## config.mk

```make
export PLATFORM = sky130hd
export DESIGN_NAME = rtc_irq_wake
export DESIGN_NICKNAME = d
export VERILOG_FILES = /design/src/rtl/rtc_irq_wake.sv
export SDC_FILE = /design/constraint.sdc
export NUM_CORES = 1
export LEC_CHECK = 0
export ABC_AREA = 0
export CORE_UTILIZATION = 45
export CTS_BUF_LIST = sky130_fd_sc_hd__clkbuf_2 sky130_fd_sc_hd__clkbuf_4 sky130_fd_sc_hd__clkbuf_8
export CTS_CLUSTER_DIAMETER = 200
export DETAILED_ROUTE_END_ITERATION = 7
export PLACE_DENSITY = 0.8
export RECOVER_POWER = 100
export SLEW_MARGIN = 20
export SYNTH_ARGS = -nofsm -noshare
export SYNTH_HDL_FRONTEND = slang
export SYNTH_SLANG_ARGS = --single-unit
```

## constraint.sdc

```tcl
create_clock -name clk -period 1.68 [get_ports clk]
set_clock_uncertainty 0.15 [all_clocks]
set_input_delay 0.168 -clock clk [delete_from_list [all_inputs] [get_ports clk]]
set_output_delay 0.168 -clock clk [all_outputs]
set_load 0.005 [all_outputs]
```

## src/rtl/rtc_irq_wake.sv

```systemverilog
module rtc_irq_wake #(
  parameter int NUM_EV = 6,
  parameter logic [NUM_EV-1:0] IVL_MASK = 6'b001111,
  localparam int DW = NUM_EV + 1
) (
  input  logic              clk,
  input  logic              rst_n,
  input  logic [NUM_EV-1:0] ev_pulse,
  input  logic              tick_1hz,
  input  logic              wr_pend,
  input  logic              deep_sleep,
  input  logic              sclk_run,
  input  logic              bus_we,
  input  logic              bus_addr,
  input  logic [DW-1:0]     bus_wdata,
  output logic [DW-1:0]     bus_rdata,
  output logic              irq,
  output logic              wake
);
  logic [NUM_EV-1:0] sts_q, en_q, held_q;
  logic              irq_q, wake_q;

  wire               wr_sts = bus_we && !bus_addr;
  wire               wr_en  = bus_we && bus_addr;
  wire [NUM_EV-1:0]  clr    = wr_sts ? bus_wdata[NUM_EV-1:0] : '0;
  wire [NUM_EV-1:0]  fire   = tick_1hz ? (ev_pulse & en_q & IVL_MASK) : '0;
  wire               post   = !deep_sleep && sclk_run;

  always_ff @(posedge clk or negedge rst_n) begin
    if (!rst_n) begin
      sts_q  <= '0;
      en_q   <= '0;
      held_q <= '0;
      irq_q  <= 1'b0;
      wake_q <= 1'b0;
    end else begin
      irq_q <= |(sts_q & en_q);
      if (wr_en) en_q <= bus_wdata[NUM_EV-1:0];
      if (deep_sleep) begin
        sts_q  <= '0;
        held_q <= held_q | fire;
        wake_q <= wake_q | (|fire);
      end else begin
        sts_q  <= (sts_q & ~clr) | ev_pulse | (post ? held_q : '0);
        if (post) held_q <= '0;
        wake_q <= 1'b0;
      end
    end
  end

  assign bus_rdata = bus_addr ? {1'b0, en_q} : {wr_pend && !deep_sleep, sts_q};
  assign irq  = irq_q;
  assign wake = wake_q;
endmodule


```

== Word-level counts from Yosys, hierarchy flattened ==
Cells that the tools add are included.

* Output and inout port bits: 9
* Register bits after elaboration: 20
* Logic and storage cells: 30
* Input port bits: 21

* Muxes and demuxes: 8
* Bitwise logic cells: 8
* Reduce and logical (&&, ||, !) cells: 9

{| class="wikitable"
|+ Operator list
! operator !! number
|-
| two-way mux 6 bit || 5
|-
| bitwise AND 6 bit || 2
|-
| bitwise OR 6 bit || 2
|-
| OR reduction 6 bit || 2
|-
| two-way mux 7 bit || 1
|-
| NOT 6 bit || 1
|-
| bitwise OR 6 x 4 -> 6 bit || 1
|-
| bitwise AND 4 bit || 1
|-
| logical AND 1 bit || 4
|-
| two-way mux 4 bit || 1
|-
| zero test 1 bit || 2
|-
| nonzero test 2 bit || 1
|-
| two-way mux 1 bit || 1
|-
| bitwise OR 1 bit || 1
|}

== Depth between registers and ports, before layout ==
* Depth after elaboration: 8
* Gate-level depth with buffers: 4
* Gate-level depth less buffers: 3

== Worst setup path after synthesis ==
OpenSTA, ideal clock, no wires.

* Path type: reg-to-reg
* Start: register en_q[3]
* End: register wake_q (netlist: wake)
* Stages on the path, launching flop included: 4
* Setup slack: 0.506 ns
* Clock period less this slack: 1.174 ns
* Data arrival time: 0.892 ns
* Required time: 1.398 ns
* Library setup time: 0.132 ns
* Path buffers: 0
* Cells stage by stage: dfrtp_1 > a22o_1 > a221oi_1 > o21ai_0

* Word-level cells in the longest chain between the ends: 5

{| class="wikitable"
|+ RTL lines
! element !! RTL line !! text
|-
| from (decl) || 20 || <nowiki>logic [NUM_EV-1:0] sts_q, en_q, held_q;</nowiki>
|-
| from (signal assigned) || 38 || <nowiki>if (wr_en) en_q <= bus_wdata[NUM_EV-1:0];</nowiki>
|-
| bitwise AND 4 bit || 26 || <nowiki>wire [NUM_EV-1:0] fire = tick_1hz ? (ev_pulse & en_q & IVL_MASK) : '0;</nowiki>
|-
| two-way mux 4 bit || 26 ||
|-
| OR reduction 6 bit || 42 || <nowiki>wake_q <= wake_q | (|fire);</nowiki>
|-
| bitwise OR 1 bit || 42 ||
|-
| two-way mux 1 bit || 39 || <nowiki>if (deep_sleep) begin</nowiki>
|-
| to (signal assigned) || 42 ||
|-
| to (decl) || 21 || <nowiki>logic irq_q, wake_q;</nowiki>
|}

Every way passes these cells.
A chain may end at the register's enable or synchronous reset.

== Final worst setup path ==
* Start: register en_q[0]
* End: output bus_rdata[0]

* Word-level cells in the longest chain between the ends: 1

{| class="wikitable"
|+ RTL lines
! element !! RTL line !! text
|-
| two-way mux 7 bit || 51 || <nowiki>assign bus_rdata = bus_addr ? {1'b0, en_q} : {wr_pend && !deep_sleep, sts_q};</nowiki>
|-
| to (decl) || 16 || <nowiki>output logic [DW-1:0] bus_rdata,</nowiki>
|}

Every way passes these cells.

==> out/results.ini <==
[outcome]
status = complete, no violations

[synth]
synth-seq-cells = 18
synth.distinct_cells = 18
synth_edf_count = 0
seq_area_frac_synth = 0.526
synth_area_um2 = 856
synth_warnings = 0
ys.flop_type = dfrtp_1
synth-async-reset-ratio = 1.00
syn_area_per_cell_um2 = 11.6
synthCells = 74
synth_nets = 95

[clocking]
cts-root-buf = clkbuf_4
cts_buffer_depth = 2
clk_pin_slew_worst_paths_ns = 0.11
cts_tree = built
clkSinkCount = 18
clkLatencyLatePin_ns = 0.30
holdBufCountCts = 0
ctsHtreeMaxLevel = 1
numCtsBuffers = 3

[setup_path]
cp_max_fo = 5
critPathBufInv = 1
worstSetupStartpointType = flop
required_ns = 1.36
rr_worst_depth = 4
critPathMaxStageDelay_ns = 0.44
r2r-end = wake
path_cells = mux2_2 > dlygate4sd2_1
worst-setup-path-type = reg -> out
r2r_slack_ns = 0.36
end_kind = primary output
cp.arrival_ns = 1.28
critical_path.top_delay_family = flip-flops
timing.rr.start = en_q[3]
crit_start = en_q[0]
crit_slowest_cell = dfrtp_1

[die]
die-area_um2 = 2080
die_y_um = 45.6
ios = 30
core_area_um2 = 1750
die_w_um = 45.6
start_util = 0.490
row_count = 15

[detailed_routing]
routed_wl_um = 2160
dr_total_vias = 777
routed.top_layer = met4
wire_per_inst_um = 15.6
vias_per_cell = 5.63
m1WireLength_um = 930
dr.pass1.iters = 4
route.detailed.drc = 0
ant_nets = 0
dr_wl_met3_um = 119
first_iter_violations = 8
wl_met2_um = 1080

[worst_hold_path]
hp-start = ev_pulse[5]
whs_endpoint = sts_q[5]
hold_path.class = in -> reg
hold_depth = 3

[grt]
grtUsageTotal = 0.236
grt_pass1_vias = 765
grt_pass1_wl_um = 3420
grt_max_degree = 19
antenna_found_initial = 0
gr-total-overflow = 0

[timing]
maxSlewHeadroom = 0.343
rsz0062_at_grt = false
hold_viol = 0
worst_pin_slew_ns = 0.986
post-route-period-util = 0.953
slew_violations = 0
fmax_mhz = 625
final.setup.tns_ns = 0
fin_crit_ns = 1.60
setup_violations = 0

[final_layout]
fin_cells = 138
drive_gt1_frac = 0.212
num-nets-final = 135
n_antenna_cell = 0
fin_area_um2 = 1240
syn_to_final_growth_pct = 45.5
num-fill-cells = 154

[power_and_ir_drop]
power.density_nw_per_um2 = 831
p_seq_frac = 0.501
p_leak_nw = 0.551
vdd_drop_max_mv = 0.529
finalPower_w = 0.00103
power_frac_clock = 0.262
switching_share = 0.263
power_frac_comb = 0.237
internal_power_w = 0.000762
p_switching_w = 0.000272

[place]
io_buffers = 28
placed_cell_area_um2 = 1200
place_congestion = 0.803
dp.cells = 131
dp_hpwl_um = 1540

[run]
drv_cap = 0

[layer usage]
metal  global-route usage  vias up
met4               0.0970        0
met1                0.294      388
met3               0.0357        4
met5                    0        -
li1                     -      357
met2                0.403       28
[stage by stage]
| stage | setup WS [ns] | hold slack, ns | util |
|---|---|---|---|
| after global placement | -0.213 | 0.316 | 0.685 |
| after floorplan | 0.506 | -0.278 | - |
| after detailed placement | -0.231 | 0.336 | 0.685 |
| after CTS | 0.0104 | 0.0522 | 0.718 |
| final | 0.0795 | 0.298 | 0.713 |
| after global routing | 0.0366 | 0.330 | 0.713 |
[sequential cells by signal, indices dropped and copies added (netlist names)]
| register | cells |
|---|---|
| en_q | 6 |
| held_q | 4 |
| irq | 1 |
| sts_q | 6 |
| wake | 1 |
[cells in the final DEF, fill, tap and decap left out, types with 4 or more instances in the layout]
cell type        synthesis  routed
nand3b_1                 6       6
clkdlybuf4s50_1          0      14
dlygate4sd2_1            0       7
nor2_1                  10      10
buf_4                    0       5
a221oi_1                 4       5
mux2_2                  12      12
dfrtp_1                 18      18
dlygate4sd3_1            0       6
a21oi_1                  6       6
a31oi_1                  4       4
[Yosys cell counts, types with 2 or more instances]
cell type | n | area [um^2]
a221oi_1 | 4 | 35.0
mux2_2 | 12 | 135
nand3b_1 | 6 | 45.0
a31oi_1 | 4 | 25.0
dfrtp_1 | 18 | 450
nand2_1 | 2 | 7.51
a21oi_1 | 6 | 30.0
nor2_1 | 10 | 37.5
a22oi_1 | 3 | 22.5
[kinds of logic after synthesis]
family | share of synthesized area
buffers and inverters | 0.0234
flip-flops | 0.526
multiplexers | 0.158
AO/OA/AOI/OAI | 0.165
AND/OR/NAND/NOR | 0.127
[power groups by stage]
stage / clock network, W / logic (W) / registers (W)
floorplan: 0 / 0.000106 / 0.000521
global placement: 0 / 0.000259 / 0.000525
detailed placement: 0 / 0.000264 / 0.000527
CTS: 0.000270 / 0.000258 / 0.000518
global route: 0.000298 / 0.000269 / 0.000524
finish: 0.000271 / 0.000245 / 0.000518
[tightest hold or removal path: stages]
cell             delay, ns
clkdlybuf4s50_1       0.39
a21oi_1               0.11
nor2_1                0.05
[worst max-delay path by stage]
stage / end / slack (ns) / depth (start not counted)
floorplan: wake / 0.51 / 3
global placement: bus_rdata[3] / -0.21 / 4
detailed placement: bus_rdata[0] / -0.23 / 4
CTS: bus_rdata[6] / 0.01 / 3
global route: bus_rdata[2] / 0.04 / 2
finish: bus_rdata[0] / 0.08 / 2
[area by class of cell]
| class | count | area [um^2] | share of cell area |
|---|---|---|---|
| clock buffers | 4 | 36.3 | 0.0291 |
| inverters | 1 | 3.75 | 0.00302 |
| multi-input cells | 53 | 382 | 0.307 |
| flip-flops and latches | 18 | 450 | 0.362 |
| well taps | 25 | 31.3 | 0.0251 |
| repair buffers | 37 | 342 | 0.274 |
[what timing repair did]
action,in CTS,in global routing
endpoints found under the setup margin,7,1
gates resized for setup,9,2
gates cloned,1,0
setup buffers,2,0
Note: power is estimated with default switching activity, not from simulation.
